--- config.mk ---
export PLATFORM = sky130hd
export DESIGN_NAME = dsq_top
export DESIGN_NICKNAME = d
export VERILOG_FILES = /design/src/rtl/dsq_pkg.sv /design/src/rtl/dsq_ram.sv /design/src/rtl/dsq_decode.sv /design/src/rtl/dsq_ctrl.sv /design/src/rtl/dsq_top.sv
export SDC_FILE = /design/constraint.sdc
export NUM_CORES = 2
export LEC_CHECK = 0
export BUFFER_PORTS_ARGS = -buffer_cell sky130_fd_sc_hd__buf_2
export CAP_MARGIN = 20
export CORE_MARGIN = 5
export CORE_UTILIZATION = 45
export DETAILED_ROUTE_END_ITERATION = 16
export PLACE_DENSITY = 0.68
export REMOVE_ABC_BUFFERS = 1
export SETUP_SLACK_MARGIN = 0.4
export SLEW_MARGIN = 25
export SYNTH_ARGS = -nofsm -noshare
export SYNTH_HDL_FRONTEND = slang
export SYNTH_SLANG_ARGS = --single-unit
export TNS_END_PERCENT = 50
--- constraint.sdc ---
create_clock -name clk -period 3.4 [get_ports clk]
set_clock_uncertainty 0.2 [all_clocks]
set_input_delay 0.34 -clock clk [delete_from_list [all_inputs] [get_ports clk]]
set_output_delay 0.34 -clock clk [all_outputs]
set_load 0.02 [all_outputs]
--- src/rtl/dsq_pkg.sv ---
`timescale 1ns/1ps
package dsq_pkg;
  localparam int OPC_W        = 4;
  localparam int DISP_W       = 8;
  localparam int CTL_EN_BIT   = 24;
  localparam int EV_IRQ_BIT   = 0;
  localparam int EV_HALT_BIT  = 1;

  typedef enum logic [OPC_W-1:0] {
    OP_NOP   = 4'd0,
    OP_LDENT = 4'd1,
    OP_LDADR = 4'd2,
    OP_LDCTL = 4'd3,
    OP_EVENT = 4'd4
  } op_e;

  typedef enum logic [2:0] {
    ST_IDLE, ST_FETCH, ST_EXEC, ST_ENT, ST_ALO, ST_AHI, ST_CTL, ST_WAIT
  } st_e;
endpackage

--- src/rtl/dsq_ram.sv ---
`timescale 1ns/1ps
module dsq_ram #(
  parameter int ADDR_W = 6
) (
  input  logic              clk,
  input  logic              wr_en,
  input  logic [ADDR_W-1:0] wr_addr,
  input  logic [31:0]       wr_data,
  input  logic [ADDR_W-1:0] rd_addr,
  output logic [31:0]       rd_data
);
  localparam int DEPTH = 1 << ADDR_W;

  logic [31:0] mem [DEPTH];

  always_ff @(posedge clk) begin
    if (wr_en) begin
      mem[wr_addr] <= wr_data;
    end
    rd_data <= mem[rd_addr];
  end
endmodule

--- src/rtl/dsq_decode.sv ---
`timescale 1ns/1ps
module dsq_decode
  import dsq_pkg::*;
#(
  parameter int ADDR_W = 6
) (
  input  logic [31:0]       word,
  output op_e               op,
  output logic [ADDR_W-1:0] abs_addr,
  output logic [DISP_W-1:0] disp,
  output logic              ev_irq,
  output logic              ev_halt
);
  logic unused_mid;
  assign unused_mid = ^word[27:DISP_W];

  always_comb begin
    unique case (word[31:28])
      4'd1:    op = OP_LDENT;
      4'd2:    op = OP_LDADR;
      4'd3:    op = OP_LDCTL;
      4'd4:    op = OP_EVENT;
      default: op = OP_NOP;
    endcase
  end

  assign abs_addr = word[ADDR_W-1:0];
  assign disp     = word[DISP_W-1:0];
  assign ev_irq   = word[EV_IRQ_BIT];
  assign ev_halt  = word[EV_HALT_BIT];
endmodule

--- src/rtl/dsq_ctrl.sv ---
`timescale 1ns/1ps
module dsq_ctrl
  import dsq_pkg::*;
#(
  parameter int ADDR_W = 6
) (
  input  logic              clk,
  input  logic              rst_n,
  input  logic              go,
  input  logic [ADDR_W-1:0] start_pc,
  input  logic              pause,
  input  logic [31:0]       rd_data,
  input  op_e               dec_op,
  input  logic [ADDR_W-1:0] dec_abs,
  input  logic [DISP_W-1:0] dec_disp,
  input  logic              dec_irq,
  input  logic              dec_halt,
  input  logic              xfer_done,
  output logic [ADDR_W-1:0] rd_addr,
  output logic [ADDR_W-1:0] pc_q,
  output logic [ADDR_W-1:0] ent_q,
  output logic              busy,
  output logic              irq_q,
  output logic              xfer_req,
  output logic [63:0]       xfer_addr,
  output logic [31:0]       xfer_ctl
);
  st_e               st_q, st_n;
  logic [ADDR_W-1:0] pc_n, ent_n;
  logic [DISP_W-1:0] disp_q, disp_n;
  logic [31:0]       lo_q, lo_n, hi_q, hi_n, ctl_q, ctl_n;
  logic              irq_n;

  function automatic logic [ADDR_W-1:0] f_ea(input logic [ADDR_W-1:0] base,
                                             input logic [DISP_W-1:0] d);
    return base + ADDR_W'(d);
  endfunction

  always_comb begin
    st_n    = st_q;
    pc_n    = pc_q;
    ent_n   = ent_q;
    disp_n  = disp_q;
    lo_n    = lo_q;
    hi_n    = hi_q;
    ctl_n   = ctl_q;
    irq_n   = 1'b0;
    rd_addr = pc_q;
    unique case (st_q)
      ST_IDLE: begin
        if (go) begin
          st_n = ST_FETCH;
          pc_n = start_pc;
        end
      end
      ST_FETCH: begin
        if (!pause) st_n = ST_EXEC;
      end
      ST_EXEC: begin
        pc_n   = pc_q + ADDR_W'(1);
        disp_n = dec_disp;
        unique case (dec_op)
          OP_LDENT: begin
            rd_addr = dec_abs;
            st_n    = ST_ENT;
          end
          OP_LDADR: begin
            rd_addr = f_ea(ent_q, dec_disp);
            st_n    = ST_ALO;
          end
          OP_LDCTL: begin
            rd_addr = f_ea(ent_q, dec_disp);
            st_n    = ST_CTL;
          end
          OP_EVENT: begin
            irq_n = dec_irq;
            st_n  = dec_halt ? ST_IDLE : ST_FETCH;
          end
          default: st_n = ST_FETCH;
        endcase
      end
      ST_ENT: begin
        ent_n = rd_data[ADDR_W-1:0];
        st_n  = ST_FETCH;
      end
      ST_ALO: begin
        lo_n    = rd_data;
        rd_addr = f_ea(ent_q, disp_q) + ADDR_W'(1);
        st_n    = ST_AHI;
      end
      ST_AHI: begin
        hi_n = rd_data;
        st_n = ST_FETCH;
      end
      ST_CTL: begin
        ctl_n = rd_data;
        st_n  = rd_data[CTL_EN_BIT] ? ST_WAIT : ST_FETCH;
      end
      ST_WAIT: begin
        if (xfer_done) st_n = ST_FETCH;
      end
      default: st_n = ST_IDLE;
    endcase
  end

  always_ff @(posedge clk or negedge rst_n) begin
    if (!rst_n) begin
      st_q   <= ST_IDLE;
      pc_q   <= '0;
      ent_q  <= '0;
      disp_q <= '0;
      lo_q   <= '0;
      hi_q   <= '0;
      ctl_q  <= '0;
      irq_q  <= 1'b0;
    end else begin
      st_q   <= st_n;
      pc_q   <= pc_n;
      ent_q  <= ent_n;
      disp_q <= disp_n;
      lo_q   <= lo_n;
      hi_q   <= hi_n;
      ctl_q  <= ctl_n;
      irq_q  <= irq_n;
    end
  end

  assign busy      = (st_q != ST_IDLE);
  assign xfer_req  = (st_q == ST_WAIT);
  assign xfer_addr = {hi_q, lo_q};
  assign xfer_ctl  = ctl_q;

  AST_REQ_HELD: assert property (@(posedge clk) disable iff (!rst_n)
    (xfer_req && !xfer_done) |=> (xfer_req && $stable(xfer_addr) && $stable(xfer_ctl)));
  AST_PC_FROZEN_IN_XFER: assert property (@(posedge clk) disable iff (!rst_n)
    (xfer_req && !xfer_done) |=> $stable(pc_q));
  AST_IRQ_SINGLE: assert property (@(posedge clk) disable iff (!rst_n)
    irq_q |=> !irq_q);
  AST_IDLE_NO_REQ: assert property (@(posedge clk) disable iff (!rst_n)
    !busy |-> !xfer_req);
  AST_PAUSE_HOLD: assert property (@(posedge clk) disable iff (!rst_n)
    (st_q == ST_FETCH && pause) |=> (st_q == ST_FETCH && $stable(pc_q)));
  AST_GO_IGNORED: assert property (@(posedge clk) disable iff (!rst_n)
    (busy && go && st_q == ST_FETCH && pause) |=> $stable(pc_q));
endmodule

--- src/rtl/dsq_top.sv ---
`timescale 1ns/1ps
module dsq_top
  import dsq_pkg::*;
#(
  parameter int ADDR_W = 6
) (
  input  logic              clk,
  input  logic              rst_n,
  input  logic              host_we,
  input  logic [ADDR_W-1:0] host_waddr,
  input  logic [31:0]       host_wdata,
  input  logic              go,
  input  logic [ADDR_W-1:0] start_pc,
  input  logic              pause,
  output logic [ADDR_W-1:0] pc_o,
  output logic [ADDR_W-1:0] entry_o,
  output logic              busy_o,
  output logic              irq_o,
  output logic              xfer_req,
  input  logic              xfer_done,
  output logic [63:0]       xfer_addr,
  output logic [31:0]       xfer_ctl
);
  logic [ADDR_W-1:0] rd_addr;
  logic [31:0]       rd_data;
  op_e               dec_op;
  logic [ADDR_W-1:0] dec_abs;
  logic [DISP_W-1:0] dec_disp;
  logic              dec_irq, dec_halt;

  dsq_ram #(.ADDR_W(ADDR_W)) i_ram (
    .clk     (clk),
    .wr_en   (host_we),
    .wr_addr (host_waddr),
    .wr_data (host_wdata),
    .rd_addr (rd_addr),
    .rd_data (rd_data)
  );

  dsq_decode #(.ADDR_W(ADDR_W)) i_dec (
    .word     (rd_data),
    .op       (dec_op),
    .abs_addr (dec_abs),
    .disp     (dec_disp),
    .ev_irq   (dec_irq),
    .ev_halt  (dec_halt)
  );

  dsq_ctrl #(.ADDR_W(ADDR_W)) i_ctrl (
    .clk       (clk),
    .rst_n     (rst_n),
    .go        (go),
    .start_pc  (start_pc),
    .pause     (pause),
    .rd_data   (rd_data),
    .dec_op    (dec_op),
    .dec_abs   (dec_abs),
    .dec_disp  (dec_disp),
    .dec_irq   (dec_irq),
    .dec_halt  (dec_halt),
    .xfer_done (xfer_done),
    .rd_addr   (rd_addr),
    .pc_q      (pc_o),
    .ent_q     (entry_o),
    .busy      (busy_o),
    .irq_q     (irq_o),
    .xfer_req  (xfer_req),
    .xfer_addr (xfer_addr),
    .xfer_ctl  (xfer_ctl)
  );
endmodule

# Word level (Yosys, flattened, before mapping)
# Memories as Yosys holds them, arrays and structs flattened. A register that Yosys moved wholly into a read port is not among the register bits.
# Cells that the tools add are included.
# word_totals
input_bits,50
reg_bits,118
ram_bits,2048
out_inout_bits,111
n_memories,1
wordCells,54
# mem_list
name,depth,width,rd,rd_clocked_by_memory_dff,wr,line,text
i_ram.mem,64,32,1,1,1,dsq_ram.sv:14,logic [31:0] mem [DEPTH];
# op_classes
reduce_logical,7
muxes,16
addsub,4
eq_ne,18
# op_table
op,count
$pmux W6 S2,3
$pmux W3 S4,2
$pmux W3 S7,1
$eq A3 B3 Y1 const B,5
$add A6 B1 Y6 const B,2
$add A6 B6 Y6,2
$eq A3 B2 Y1 const B,4
$mux W3,4
$eq A4 B2 Y1 const B,2
$eq A3 B1 Y1 const B,2
$mux W6,1
$mux W1,5
$eq A4 B1 Y1 const B,1
$eq A4 B3 Y1 const B,1
$ne A2 B2 Y1 const B,2
$reduce_or A2 Y1,2
$logic_not A3 Y1,1
$reduce_and A3 Y1,1
$reduce_bool A3 Y1,1
$ne A2 B1 Y1 const B,1
$reduce_and A2 Y1,1
$reduce_bool A2 Y1,1

# Logic depth before layout (Yosys ltp)
# depth
ltp_word,6
mapped_depth,15
ltp_nobuf,12

# Hierarchy
# A second synthesis with hierarchy kept.
# hier_totals
hier_cells,3821
area_unflattened_um2,83945.5
# modules_own_cells
mod,seq_area_each_um2,instances,area_per_inst_um2,cells_each
dsq_ram,62139.6,1,78515.3,3324
dsq_ctrl,2952.8,1,5268.8,476
dsq_decode,0.0,1,161.4,21

# Worst setup path after synthesis
# Ideal clock, no wire load.
# synth_path
path_kind,reg-to-reg
from,register i_ctrl.ent_q[0]
to,"register i_ram.rd_data[1], read port of i_ram.mem"
slack_ns,0.077
path_buffers,2
arrival_time_ns,2.989
path_stages_with_launch,14
setup_ns,0.134
required_ns,3.066
synth_period_minus_slack_ns,3.323
path_cell_list,dfrtp_1 -> ha_1 -> fa_1 -> nor2b_1 -> o21a_1 -> o311a_1 -> a21oi_1 -> buf_2 -> clkbuf_1 -> nand3_1 -> nand4_1 -> o22ai_1 -> a311oi_1 -> nand4_1
# synth_via
elab_chain_cells,3
elab_cells_between_ends,5
cone_classes,add/sub: 3; mux: 2
# synth_lines
item,line,text
"start, declared",dsq_ctrl.sv:21,"output logic [ADDR_W-1:0] ent_q,"
"start signal, assigned",dsq_ctrl.sv:119,ent_q <= ent_n;
$add A6 B6 Y6,dsq_ctrl.sv:36,return base + ADDR_W'(d);
$add A6 B1 Y6 / $pmux W6 S2 (equally long branches),"dsq_ctrl.sv:88, dsq_ctrl.sv:62",
$pmux W6 S2 *,dsq_ctrl.sv:49,unique case (st_q)
"end, declared",dsq_ram.sv:10,output logic [31:0] rd_data
# Every way passes the cells marked *; elsewhere a longest branch is shown, timed or not.
# A chain may end at the register's enable or synchronous reset.

# Final worst setup path
# layout_path
from,register i_ctrl.ent_q[1]
to,"register i_ram.rd_data[29], read port of i_ram.mem"
# The elaborated chain is that of the path after synthesis.

==> results.md <==
- Fill count: between 10,000 and 15,000
- Initial DRC Count: roughly 7,500
- Most common cell after layout, fill and taps aside: edfxtp_1
- Die width: approximately 440 um
- CTS root buffer: clkbuf_16
- Tmin final: ~3.9 ns
- Setup ws final: -0.503 ns
- IO Port Bufs: 160
- CTS Sinks: about 2,200
- Leading area contributor after synthesis: edfxtp_1
- Finished Layout Cells: between 9,000 and 10,000
- Final Hold Viols: 0
- Starting Density: 45.3%
- Maximum fanout along the worst path: 13
- CP arrival: between 4 and 5 ns
- Die ar.: a little under 200,000 sq um
- Vias in the first global route: about 53,000
- Fmax: roughly 260 MHz
- Slew Viols, Final: 0
- Critical path capture point type: flop
- Hold slack final: roughly 0.099 ns
- Worst vdd ir: approximately 0.69 mV
- Post-synth EDFFs: around 2,000
- Async S/R FF share, synth: 5.37%
- Initial antenna violation count: 10
- WS Path Type: reg2reg
- Post-Synthesis Cell Area: 85,000 sq um
- Placed Area: about 93,000 sq um
- Synth unique cells: 61
- CP required: 3.80 ns
- GRT Residual Overflow: 0
- Reg clk slew, reported paths: 0.06 ns
- CTS tree: built
- Fin crit share: 115%
- Routed WL: roughly 260,000 um
- Total CTS buffers: between 200 and 250
- # rows: around 160
- Longest Clk Path Bufs: 3
- Register Area: between 60,000 and 70,000 sq um
- Worst-Skew Late Latency: between 0.8 and 0.9 ns
- Most used DFF post-synth: edfxtp_1
- Total power: between 90 and 100 mW
- Layout cell share with drive strength beyond 1: roughly 20%
- DRT antenna net count: 0
- DR WL/cell: roughly 28 um
- Failing checks: negative setup slack
- Leakage: 36.8 nW
- Most frequent cells in the layout: edfxtp_1, nand2_1, buf_4
- Syn avg cell area: 14.8 sq um
- Unrepaired setup endpoints after global routing: yes
- DP Cell Count: 8,569
- Final instance area: ~100,000 sq um
- Max-slew headroom: between 30% and 40%
- Largest net degree at the start of global routing: 65
- Seq/Total Area, Yosys: about three quarters
- I/O pins: roughly 160
- Area used by multi-input combinational logic: roughly 19,000 sq um
- Hpwl dp: 150,000 um
- Vias after detailed routing: ~56,000
- CP startpoint kind: flop
- Max_cap viols: 0
- DR DRC count: 0
- Tot GR Track Use: 25.4%
- Slew at the pin with the worst max-slew slack: 1.04 ns
- First-pass GRT wire length: ~370,000 um
- Chip height: 445 um
- Top-area cell type share of the netlist area: between 70% and 80%
- #FFs+latches synth: about 2,200
- YS warnings: 0
- Power per cell area: 915 nW/um^2
- Core area: approximately 190,000 sq um
- Hold crit path type: in2reg
- Layout area overhead: 21.4%
- Top cells by area, synth: edfxtp_1, nand2_1, mux2i_1, dfrtp_1, a32oi_1
- CTS H-tree depth: 4
- Setup TNS: -11.43 ns
- Status: finished, violations left
- Setup-failing EPs final: 32
- Synth Instances: approximately 5,800
- Final GP Congestion: between 0.9 and 1
- Via-to-Cell Ratio: approximately 6.1
- DR pass1 iterations: 8
- Layout Nets: ~6,500
## where the power goes
| group | leakage, nW | total, mW | switching (mW) | internal [mW] |
|---|---|---|---|---|
| registers | 20.2 | 31.3 | 0.777 | 30.6 |
| logic | 13.2 | 40.1 | 23.9 | 16.3 |
| clock network | 3.29 | 23.0 | 10.2 | 12.8 |
| total | 36.8 | 94.5 | 34.8 | 59.7 |
## what timing repair did
| action | CTS | global route |
|---|---|---|
| hold endpoints to repair | 1385 | 256 |
| hold buffers | 45 | 4 |
| setup buffers | 53 | 49 |
| endpoints found under the setup margin | 32 | 32 |
| gates cloned | 16 | 8 |
| pin swaps | 43 | 56 |
| gates resized for setup | 151 | 108 |
## cell usage after synthesis, drive strengths merged (2+ instances only)
| master | number |
|---|---|
| and3 | 61 |
| ha | 11 |
| nor2b | 9 |
| nand4 | 153 |
| a311oi | 12 |
| nor2 | 102 |
| nand3b | 3 |
| or3b | 4 |
| fa | 2 |
| a31oi | 70 |
| and4 | 3 |
| mux2i | 339 |
| edfxtp | 2048 |
| a32oi | 330 |
| o221a | 2 |
| nor3 | 18 |
| and2 | 3 |
| o2111ai | 2 |
| o21ai | 18 |
| xnor2 | 2 |
| o22ai | 18 |
| o211ai | 5 |
| nand3 | 368 |
| nand2b | 7 |
| or3 | 8 |
| clkbuf | 120 |
| o21a | 4 |
| o21bai | 2 |
| dfrtp | 118 |
| nor3b | 4 |
| a221oi | 3 |
| mux2 | 70 |
| or2 | 2 |
| a21oi | 21 |
| nand2 | 1501 |
| dfxtp | 32 |
| a32o | 8 |
| xor2 | 4 |
| inv | 10 |
| buf | 242 |
## cell type report
class / count / area share [%]
sequential: 2198 / 63.0
timing repair buffer: 861 / 8.53
inverter: 10 / 0.0364
clock buffer: 294 / 5.57
antenna: 8 / 0.0194
multi-input combinational: 3180 / 18.8
tap: 2495 / 3.02
clock inverter: 100 / 1.01
## state kept, by name (all words and copies together) (netlist names)
signal and flops:
i_ctrl.lo_q 32, i_ctrl.disp_q 6, i_ram.rd_data 32, i_ctrl.hi_q 32, i_ctrl.irq_q 1, i_ctrl.xfer_ctl 32, i_ctrl.pc_q 6, i_ram.mem 2048
i_ctrl.ent_q 6, i_ctrl.st_q 3
## per-layer routing
layer / track usage, % / share of wire, % / up-vias
met2: 39.9 / 46 / 3742
met3: 5.54 / 12 / 640
met4: 9.84 / 4.2 / 4
met1: 34.9 / 37 / 27800
li1: - / - / 23300
met5: 0 / 0.0081 / -
## worst paths after layout
path | depth (start not counted) | from | end | slack [ns]
max | 14 | i_ctrl.ent_q[1] | i_ram.rd_data[29] | -0.50
min | 4 | start_pc[1] | i_ctrl.pc_q[1] | 0.1
max reg2reg | 14 | i_ctrl.ent_q[1] | i_ram.rd_data[29] | -0.50
min reg2reg | 2 | i_ctrl.lo_q[14] | i_ctrl.lo_q[14] | 0.27
max in group asynchronous | 4 | rst_n | i_ctrl.xfer_ctl[27] | 2.25
min in group asynchronous | 4 | rst_n | i_ctrl.xfer_ctl[0] | 0.42
## worst max-delay path, cell delays in order, from the launching register on
cell and delay, ns:
dfrtp_1 0.39, buf_4 0.16, ha_1 0.29, nor2b_1 0.14
o21a_1 0.19, or3_1 0.33, a32oi_2 0.37, nand2_1 0.12
buf_4 0.18, nand3_2 0.17, buf_6 0.24, buf_12 0.19
nor2_2 0.09, a31oi_4 0.17, nand4_1 0.36
## stage by stage
stage | util [%] | worst slack [ns]
after floorplan | - | -42.68
after global placement | 49.5 | -0.954
after detailed placement | 49.5 | -0.962
after CTS | 54.3 | -0.397
after global routing | 55.0 | -0.524
final | 55.0 | -0.503
## kinds of logic (layout without fill, tap and decap cells)
kind of cell             Yosys count  in the layout  synth area share (%)
adder cells (fa/ha/maj)           13             13                 0.209
AND/OR/NAND/NOR                 2248           2248                  11.3
other                              0              8                     0
AO/OA/AOI/OAI                    504            504                  4.77
buffers and inverters            372           1265                  2.19
multiplexers                     409            409                  4.92
flip-flops                      2198           2198                  76.5
XOR/XNOR                           6              6                0.0618
(Power assumes the default switching activity.)
